## config.mk

```make
export PLATFORM = sky130hd
export DESIGN_NAME = serial_lock
export DESIGN_NICKNAME = d
export VERILOG_FILES = /design/src/rtl/lock_pkg.sv /design/src/rtl/lock_code_reg.sv /design/src/rtl/lock_match.sv /design/src/rtl/lock_seq.sv /design/src/rtl/serial_lock.sv
export SDC_FILE = /design/constraint.sdc
export NUM_CORES = 1
export LEC_CHECK = 0
export BUFFER_PORTS_ARGS = -buffer_cell sky130_fd_sc_hd__buf_4
export CAP_MARGIN = 15
export CORE_MARGIN = 2
export CORE_UTILIZATION = 30
export DETAILED_ROUTE_END_ITERATION = 6
export HOLD_SLACK_MARGIN = 0.12
export SLEW_MARGIN = 5
export SYNTH_ARGS = -nofsm -noshare
export SYNTH_HDL_FRONTEND = slang
export SYNTH_SLANG_ARGS = --single-unit
```

## constraint.sdc

```tcl
create_clock -name clk -period 2.19 [get_ports clk]
set_clock_uncertainty 0.15 [all_clocks]
set_input_delay 0.219 -clock clk [delete_from_list [all_inputs] [get_ports clk]]
set_output_delay 0.219 -clock clk [all_outputs]
set_load 0.02 [all_outputs]
```

## src/rtl/lock_pkg.sv

```systemverilog
package lock_pkg;
  typedef enum logic [2:0] {
    ST_START = 3'd0,
    ST_GOOD  = 3'd1,
    ST_BAD   = 3'd2,
    ST_OPEN  = 3'd3,
    ST_ALARM = 3'd4
  } lock_st_e;
endpackage

```

## src/rtl/lock_code_reg.sv

```systemverilog
module lock_code_reg #(
  parameter int N = 3
) (
  input  logic         clk,
  input  logic         rst_n,
  input  logic         ld_en,
  input  logic [N-1:0] ld_code,
  input  logic         start_i,
  output logic [N-1:0] code_o
);
  logic [N-1:0] code_q;

  always_ff @(posedge clk or negedge rst_n) begin
    if (!rst_n)                code_q <= '0;
    else if (ld_en && start_i) code_q <= ld_code;
  end

  assign code_o = code_q;

  AST_LOAD_ONLY_AT_START: assert property (@(posedge clk) disable iff (!rst_n)
    !start_i |=> $stable(code_q));
endmodule

```

## src/rtl/lock_match.sv

```systemverilog
module lock_match #(
  parameter int N  = 3,
  parameter int IW = 2
) (
  input  logic [N-1:0]  code_i,
  input  logic [IW-1:0] idx_i,
  input  logic          bit_i,
  output logic          match_o
);
  logic [N-1:0] hit;

  for (genvar k = 0; k < N; k++) begin : g_pos
    assign hit[k] = (idx_i == IW'(k)) && (code_i[k] == bit_i);
  end

  assign match_o = |hit;
endmodule

```

## src/rtl/lock_seq.sv

```systemverilog
module lock_seq
  import lock_pkg::*;
#(
  parameter int N  = 3,
  parameter int IW = 2
) (
  input  logic          clk,
  input  logic          rst_n,
  input  logic          key_valid_i,
  input  logic          match_i,
  output logic [IW-1:0] idx_o,
  output logic          start_o,
  output logic          key_ready_o,
  output logic          open_o,
  output logic          alarm_o
);
  localparam logic [IW-1:0] LAST = IW'(N - 1);

  lock_st_e      st_q, st_n;
  logic [IW-1:0] idx_q, idx_n;
  logic          beat, bad_now;

  assign key_ready_o = (st_q == ST_START) || (st_q == ST_GOOD) || (st_q == ST_BAD);
  assign beat        = key_valid_i && key_ready_o;
  assign bad_now     = !match_i || (st_q == ST_BAD);

  always_comb begin
    st_n  = st_q;
    idx_n = idx_q;
    case (st_q)
      ST_START, ST_GOOD, ST_BAD: begin
        if (beat) begin
          if (idx_q == LAST) begin
            st_n  = bad_now ? ST_ALARM : ST_OPEN;
            idx_n = '0;
          end else begin
            st_n  = bad_now ? ST_BAD : ST_GOOD;
            idx_n = idx_q + 1'b1;
          end
        end
      end
      ST_OPEN, ST_ALARM: ;
      default: begin
        st_n  = ST_START;
        idx_n = '0;
      end
    endcase
  end

  always_ff @(posedge clk or negedge rst_n) begin
    if (!rst_n) begin
      st_q  <= ST_START;
      idx_q <= '0;
    end else begin
      st_q  <= st_n;
      idx_q <= idx_n;
    end
  end

  assign idx_o   = idx_q;
  assign start_o = (st_q == ST_START);
  assign open_o  = (st_q == ST_OPEN);
  assign alarm_o = (st_q == ST_ALARM);

  AST_IDX_RANGE: assert property (@(posedge clk) disable iff (!rst_n)
    idx_q <= LAST);
  AST_OPEN_HOLDS: assert property (@(posedge clk) disable iff (!rst_n)
    open_o |=> open_o);
  AST_ALARM_HOLDS: assert property (@(posedge clk) disable iff (!rst_n)
    alarm_o |=> alarm_o);
  AST_NO_EARLY_VERDICT: assert property (@(posedge clk) disable iff (!rst_n)
    (beat && idx_q != LAST) |=> !(open_o || alarm_o));
  AST_IDLE_NO_CHANGE: assert property (@(posedge clk) disable iff (!rst_n)
    !key_valid_i |=> ($stable(idx_q) && $stable(st_q)));
  AST_OPEN_NEEDS_MATCH: assert property (@(posedge clk) disable iff (!rst_n)
    (beat && idx_q == LAST && !match_i) |=> !open_o);
endmodule

```

## src/rtl/serial_lock.sv

```systemverilog
module serial_lock #(
  parameter int N = 3
) (
  input  logic         clk,
  input  logic         rst_n,
  input  logic         ld_en,
  input  logic [N-1:0] ld_code,
  input  logic         key_valid,
  input  logic         key_bit,
  output logic         key_ready,
  output logic         unlock,
  output logic         error
);
  localparam int IW = (N > 1) ? $clog2(N) : 1;

  logic [N-1:0]  code;
  logic [IW-1:0] idx;
  logic          in_start, match;

  lock_code_reg #(.N(N)) u_code (
    .clk(clk), .rst_n(rst_n), .ld_en(ld_en), .ld_code(ld_code),
    .start_i(in_start), .code_o(code)
  );

  lock_match #(.N(N), .IW(IW)) u_match (
    .code_i(code), .idx_i(idx), .bit_i(key_bit), .match_o(match)
  );

  lock_seq #(.N(N), .IW(IW)) u_seq (
    .clk(clk), .rst_n(rst_n), .key_valid_i(key_valid), .match_i(match),
    .idx_o(idx), .start_o(in_start), .key_ready_o(key_ready),
    .open_o(unlock), .alarm_o(error)
  );

  AST_VERDICT_EXCLUSIVE: assert property (@(posedge clk) disable iff (!rst_n)
    unlock |=> !error);
endmodule

```

* Word level (Yosys, flattened, before mapping) *
Index checks and enable logic that the tools add are counted.
W data, S select, Z words.

word-level totals
  bits in registers = 8
  bits of input ports = 8

cells by class
  add/subtract/negate cells = 1
  equality and inequality tests = 10
  muxes and demuxes = 8
  bitwise operators = 1
  reductions and logical operators = 15

operator list
  kind                   count
  $mux W3                3
  $eq A3 B2 Y1 const B   2
  $mux W2                3
  $pmux W3 S2            1
  $reduce_or A3 Y1       2
  $logic_and A1 B1 Y1    5
  $pmux W2 S2            1
  $eq A1 B1 Y1           3
  $eq A3 B1 Y1 const B   1
  $eq A3 B3 Y1 const B   1
  $logic_not A3 Y1       1
  $logic_or A1 B1 Y1     3
  $add A2 B1 Y2 const B  1
  $eq A2 B1 Y1 const B   1
  $eq A2 B2 Y1 const B   1
  $logic_not A2 Y1       1
  $ne A2 B1 Y1 const B   1
  $reduce_and A2 Y1      1
  $reduce_or A2 Y1       1
  $logic_not A1 Y1       1
  $not A1 Y1             1

* Longest topological paths before layout *
Gate-level depths: netlist of the first run.

  word-level depth = 9
  gate-level depth with buffers = 6
  gate-level depth less buffers = 6

* Cells and area by module *
Synthesis of the first run repeated with hierarchy kept, for this count alone.

unflattened totals
  cell total of the unflattened synthesis = 46
  area total of the unflattened synthesis = 467.9 um2

modules (own cells, without submodules)
  module         times used  cells an instance  area an instance (um2)  sequential area each (um2)
  lock_seq       1           33                 292.8                   125.1
  lock_code_reg  1           7                  126.4                   75.1
  lock_match     1           6                  48.8                    0.0

* Least setup slack after synthesis of the first run *
OpenSTA, ideal clock, no wires.

  kind = register to register
  start = register u_seq.st_q[0]
  end = register u_seq.st_q[2]
  library setup time = 69 ps
  arrival = 1338 ps
  required time = 1971 ps
  path slack = 633 ps
  stages on the path, launching flop included = 3
  buffers on the path = 0
  period minus slack after synthesis = 1557 ps
  path through = dfrtp_1 > nor3b_1 > a31o_2

on the way
  elaborated cells between the ends (all ways) = 18
  classes of those cells = eq/ne (5); mux (4); bitwise (1); reduce/logical (8)

RTL lines
  element                      RTL line           RTL
  from (decl)                  lock_seq.sv:19     lock_st_e st_q, st_n;
  from (signal assigned)       lock_seq.sv:55     st_q <= st_n;
  $eq A3 B3 Y1 *               --
  net error                    serial_lock.sv:12  output logic error
  $reduce_or A2 Y1 *           lock_seq.sv:30     case (st_q)
  $not A1 Y1 (no line)         --
  $reduce_and A2 Y1 (no line)  --

The timed path passes the listed nets; every way through them passes the cells marked *. The select of a mux whose other input is x is not followed.
A chain may end at the register's enable or synchronous reset.

* Worst setup path after layout of the first run *
  start = register u_seq.idx_q[0] (netlist: u_seq.idx_o[0])
  end = register u_seq.st_q[1]

on the way
  longest elaborated chain between the ends = 9
  elaborated cells between the ends (all ways) = 14
  classes of those cells = eq/ne (2); mux (5); reduce/logical (7)

ends and longest elaborated chain
  element                               RTL line                        RTL
  from (decl)                           lock_seq.sv:20                  logic [IW-1:0] idx_q, idx_n;
  from (signal assigned)                lock_seq.sv:56                  idx_q <= idx_n;
  $eq A2 B1 Y1 (tied with other cells)  lock_match.sv:13                assign hit[k] = (idx_i == IW'(k)) && (code_i[k] == bit_i);
  $logic_and A1 B1 Y1                   lock_match.sv:13
  $reduce_or A3 Y1                      lock_match.sv:16                assign match_o = |hit;
  $logic_not A1 Y1                      lock_seq.sv:25                  assign bad_now = !match_i || (st_q == ST_BAD);
  $logic_or A1 B1 Y1                    lock_seq.sv:25
  $mux W2 or $mux W3 (tied branches)    lock_seq.sv:37, lock_seq.sv:34
  $mux W3 *                             lock_seq.sv:33                  if (idx_q == LAST) begin
  $mux W3 *                             lock_seq.sv:32                  if (beat) begin
  $pmux W3 S2 *                         lock_seq.sv:30

Mark *: on every way between the ends. The rest lies on a longest branch, timed or not. The select of a mux whose other input is x is not followed.

==> impl_metrics.json, run 1 <==
{
  "status": "finished, final reports clean",
  "seqPwrFrac_pct": 39.3,
  "ant_nets": 0,
  "ir_drop_mv": 0.427,
  "synth_cell_type_count": 24,
  "gp_congestion": 0.687,
  "crit_path_start_kind": "register",
  "die_w_um": 43.4,
  "cp_max_fo": 6,
  "yosysSeqAreaShare_pct": 43.0,
  "drc": 0,
  "maxSlewHeadroom_pct": 78.9,
  "dr.pass1.iters": 4,
  "grt_pass1_wl_um": 1530,
  "fin_crit_ps": 1660,
  "area_delta_synth_final_pct": 36.0,
  "routedWlPerCell_um": 11.0,
  "cts_buffers": 3,
  "min_period_over_period_pct": 75.8,
  "cp.arrival_ps": 1640,
  "maxCapViolCount": 0,
  "comb_power_share_pct": 46.6,
  "ys_warn_count": 0,
  "htreeDepth": 1,
  "n_fill_cell": 151,
  "p_sw_mw": 0.306,
  "worstHoldPathType": "in -> async",
  "p_per_area_nw_per_um2": 1260,
  "worst_setup_path_end_kind": "register",
  "holdWs_ps": 163,
  "ys_ff_latch": 8,
  "portBuffers": 10,
  "initial_core_util_pct": 31.6,
  "io-pin-count": 11,
  "tightest_slew_ps": 315,
  "viasPerCell": 5.04,
  "power_mw": 0.795,
  "final_nets": 71,
  "synth_fp_nets": 51,
  "layout-drive-gt1-share_pct": 33.3,
  "diodes": 0,
  "path_class": "reg -> reg",
  "hold_viol_final": 0,
  "cts_num_sinks": 8,
  "cts_tree": "yes",
  "clock.fmax_ghz": 0.602,
  "p_leak_nw": 0.287,
  "synth_cells": 42,
  "tns_ps": 0,
  "grt_max_degree": 10,
  "syn_area_per_cell_um2": 11.1,
  "rsz0062_at_grt": "false",
  "setup_viol": 0,
  "grt_overflow_total": 0,
  "drt_iter0_drc": 5,
  "switching_share_pct": 38.5,
  "num_vias": 383,
  "clockPowerShare_pct": 14.1,
  "antenna_found_initial": 0,
  "cts_resized": 0,
  "dp_hpwl_um": 645,
  "clk_pin_slew_worst_paths_ps": 50,
  "netlist_area_um2": 465,
  "mostFrequentLayoutCells": "11 x buf_4, 8 x dfrtp_1, 5 x dlygate4sd3_1",
  "fp-row-count": 14,
  "die-area_um2": 1880,
  "dieHeight_um": 43.4,
  "cts_root_buf": "clkbuf_4",
  "p_int_mw": 0.488,
  "maxSlewViolCount": 0,
  "route.final.wire_length_um": 833,
  "insertion_delay_ps": 260,
  "layout_commonest_cell": "buf_4",
  "cp.required_ps": 2170,
  "core_area_um2": 1470,
  "grt_pass1_vias": 380,
  "clockBufferDepth": 2,
  "grt_util_all_layers_pct": 11.3
}
[critical path, cell delays in order, from the launching register on]
cell     delay (ps)
dfrtp_1         450
nor2b_1         180
a22o_1          220
o32ai_1         130
ha_1            290
nand2_1          70
a21oi_1          60
[cell type report]
class	count	area (um2)	share of cell area, %
multi-input combinational	31	250	39.5
inverter	2	7.51	1.19
tap	16	20.0	3.16
timing repair buffer	16	133	20.9
sequential	8	200	31.6
clock buffer	3	22.5	3.56
[kinds of logic (layout without fill, tap and decap cells)]
kind of cell             count (synthesis)  in the layout  share of synthesized area, %
AND/OR/NAND/NOR                         11             11                          17.7
multiplexers                             5              5                          11.6
buffers and inverters                    3             21                          3.23
adder cells (fa/ha/maj)                  1              1                          2.69
AO/OA/AOI/OAI                           11             11                          16.1
XOR/XNOR                                 3              3                          5.65
flip-flops                               8              8                          43.0
[final timing paths]
kind | to | depth (start not counted) | startpoint | slack, ps
max in group asynchronous | u_code.code_o[1]$_DFFE_PN0P_ | 2 | rst_n | 1600
min in group clk | u_code.code_o[2]$_DFFE_PN0P_ | 3 | ld_en | 290
min reg2reg | u_code.code_o[0]$_DFFE_PN0P_ | 1 | u_code.code_o[0]$_DFFE_PN0P_ | 380
max | u_seq.st_q[1]$_DFFE_PN0P_ | 6 | u_seq.idx_o[0]$_DFFE_PN0P_ | 530
max reg2reg | u_seq.st_q[1]$_DFFE_PN0P_ | 6 | u_seq.idx_o[0]$_DFFE_PN0P_ | 530
min | u_code.code_o[2]$_DFFE_PN0P_ | 2 | rst_n | 160
[Yosys cell counts]
library cell  count  area share [%]
a31o_2            1             1.9
nand2_1           3             2.4
dfrtp_1           8              43
nor2b_1           1             1.3
a21boi_1          1             1.6
ha_1              1             2.7
inv_1             2             1.6
mux2_2            3             7.3
a21o_1            1             1.6
o21ai_0           2             2.2
a22o_1            1             1.9
nor4b_4           1             5.1
buf_4             1             1.6
nor3_1            2             2.2
nor2_1            1            0.81
nor2b_4           1             3.0
o31a_1            1             1.9
nor3b_1           1             1.6
o32ai_1           1             1.9
xor2_1            1             1.9
xnor2_1           2             3.8
nand2b_1          1             1.3
mux2i_1           2             4.3
a21oi_1           3             3.2
[layer usage]
metal	global-route usage, %	share of wire (%)	vias to the layer above
met2	17.3	47	12
met1	13.5	44	179
met3	2.50	6.0	2
li1	-	-	190
met4	9.09	2.5	0
met5	0	0	-
[through the flow]
| step | util (%) | cell area, um2 | instances | setup WS [ps] |
|---|---|---|---|---|
| after floorplan | - | 465 | 42 | 633 |
| after global placement | 38.1 | 561 | 68 | 571 |
| after detailed placement | 38.1 | 561 | 68 | 539 |
| after CTS | 43.0 | 633 | 76 | 522 |
| after global routing | 43.0 | 633 | 76 | 425 |
| final | 43.0 | 633 | 76 | 530 |
[flip-flops by register name, summed over array words and instances, names as in the netlist]
| register | cells |
|---|---|
| u_code.code_o | 3 |
| u_seq.idx_o | 2 |
| u_seq.st_q | 3 |
[power groups by stage]
| stage | combinational [mW] | sequential, mW | clock (mW) |
|---|---|---|---|
| floorplan | 0.294 | 0.289 | 0 |
| global placement | 0.363 | 0.314 | 0 |
| detailed placement | 0.369 | 0.315 | 0 |
| CTS | 0.377 | 0.313 | 0.118 |
| global route | 0.419 | 0.328 | 0.126 |
| finish | 0.371 | 0.312 | 0.112 |
[timing repair]
item                      CTS  global route
hold buffers                5             0
hold endpoints to repair   13             0
buffers inserted            0             0
Note: power is estimated with default switching activity, not from simulation.
==> run 2, diff against run 1 <==
Clock period 2.19 ns to 1.55 ns, I/O delays scaled along.
==> impl_metrics.json, run 2 (synthesized netlist as in run 1, its figures left out) <==
{
  "fin_crit_ps": 1560,
  "mostFrequentLayoutCells": "14 x buf_4, 6 x dlygate4sd3_1, 4 x dfrtp_1, 4 x dfrtp_2",
  "cts_tree": "yes",
  "io-pin-count": 11,
  "fin_area_um2": 702,
  "status": "finished, violations left",
  "dieHeight_um": 43.4,
  "tightest_slew_ps": 357,
  "tns_ps": -9.61,
  "clock.fmax_ghz": 0.641,
  "htreeDepth": 1,
  "ir_drop_mv": 0.913,
  "initial_core_util_pct": 31.6,
  "maxCapViolCount": 0,
  "grt_max_degree": 10,
  "cp.required_ps": 1520,
  "diodes": 0,
  "p_per_area_nw_per_um2": 1780,
  "layout_commonest_cell": "buf_4",
  "p_leak_nw": 0.312,
  "maxSlewViolCount": 0,
  "hold_viol_final": 0,
  "routedWlPerCell_um": 11.2,
  "holdWs_ps": 245,
  "place_area_um2": 588,
  "switching_share_pct": 37.4,
  "grt_pass1_vias": 366,
  "gp_congestion": 0.691,
  "drc": 0,
  "worst_setup_path_end_kind": "register",
  "area_delta_synth_final_pct": 50.8,
  "grt_pass1_wl_um": 1570,
  "setup_viol": 1,
  "fp-row-count": 14,
  "cts_root_buf": "clkbuf_4",
  "cts_buffers": 3,
  "p_int_mw": 0.783,
  "layout-drive-gt1-share_pct": 49.2,
  "dr.pass1.iters": 4,
  "clockPowerShare_pct": 12.0,
  "maxSlewHeadroom_pct": 76.1,
  "die-area_um2": 1880,
  "clockBufferDepth": 2,
  "cts_num_sinks": 8,
  "p_sw_mw": 0.468,
  "drt_iter0_drc": 2,
  "core_area_um2": 1470,
  "power_mw": 1.25,
  "insertion_delay_ps": 240,
  "worstHoldPathType": "in -> reg",
  "crit_path_start_kind": "register",
  "comb_power_share_pct": 51.8,
  "viasPerCell": 4.94,
  "clk_pin_slew_worst_paths_ps": 50,
  "path_class": "reg -> reg",
  "ant_nets": 0,
  "min_period_over_period_pct": 101,
  "antenna_found_initial": 0,
  "fin_ws_ps": -9.61,
  "die_w_um": 43.4,
  "final_nets": 76,
  "portBuffers": 10,
  "cp.arrival_ps": 1530,
  "route.final.wire_length_um": 904,
  "violations": "setup timing",
  "cp_max_fo": 5,
  "rsz0062_at_grt": "true",
  "num_vias": 400,
  "grt_util_all_layers_pct": 11.9,
  "seqPwrFrac_pct": 36.2,
  "reg2reg_slack_ps": -10,
  "grt_overflow_total": 0,
  "utilization_pct": 47.7
}
## run 2: power by group through the flow
| stage | Sequential, mW | Combinational [mW] | Clock (mW) |
|---|---|---|---|
| global route | 0.470 | 0.719 | 0.170 |
| finish | 0.453 | 0.648 | 0.150 |
| floorplan | 0.412 | 0.416 | 0 |
| detailed placement | 0.439 | 0.588 | 0 |
| global placement | 0.433 | 0.582 | 0 |
| CTS | 0.451 | 0.655 | 0.163 |
## run 2: path summary, 6_finish.rpt
check / startpoint / endpoint / depth (start not counted)
max in group asynchronous: rst_n / u_seq.idx_o[1]$_DFFE_PN0P_ / 3
max: u_seq.idx_o[0]$_DFFE_PN0P_ / u_seq.st_q[1]$_DFFE_PN0P_ / 6
max reg2reg: u_seq.idx_o[0]$_DFFE_PN0P_ / u_seq.st_q[1]$_DFFE_PN0P_ / 6
min: ld_en / u_code.code_o[0]$_DFFE_PN0P_ / 3
min reg2reg: u_code.code_o[2]$_DFFE_PN0P_ / u_code.code_o[2]$_DFFE_PN0P_ / 1
min in group asynchronous: rst_n / u_seq.st_q[0]$_DFFE_PN0P_ / 3
## run 2: area by class of cell
cell class / count / area [um2]
timing repair buffer: 21 / 176
tap: 16 / 20.0
multi-input combinational: 31 / 270
sequential: 8 / 205
clock buffer: 3 / 22.5
fill: 154 / 769
inverter: 2 / 7.51
## run 2: routing by layer
metal  vias to the layer above  global-route usage, %  share of wire, %
met2                         8                   17.3                49
met3                         2                   2.92               3.3
li1                        198                      -                 -
met1                       192                   14.3                46
met4                         0                   10.9               1.5
met5                         -                      0                 0
## run 2: what timing repair did
item / CTS / global route
setup endpoints to repair: 3 / 5
pin swaps: 4 / 2
setup buffers: 1 / 0
endpoints found under the hold margin: 13 / 2
resized for setup: 7 / 1
hold buffers: 5 / 1
## run 2: stage by stage
step / worst slack (ps) / instances
6_report: -9.61 / 81
5_1_grt: -113 / 81
4_1_cts: -37.3 / 80
3_5_place_dp: -95.2 / 71
3_3_place_gp: -38.4 / 71
2_1_floorplan: 26.3 / 42
## run 2: worst max-delay path, cell delays in order (launching register included)
cell     delay (ps)
dfrtp_2         440
nor2b_2         180
a22o_1          200
o32ai_2         100
ha_1            270
nand2_1          60
a21oi_1          50
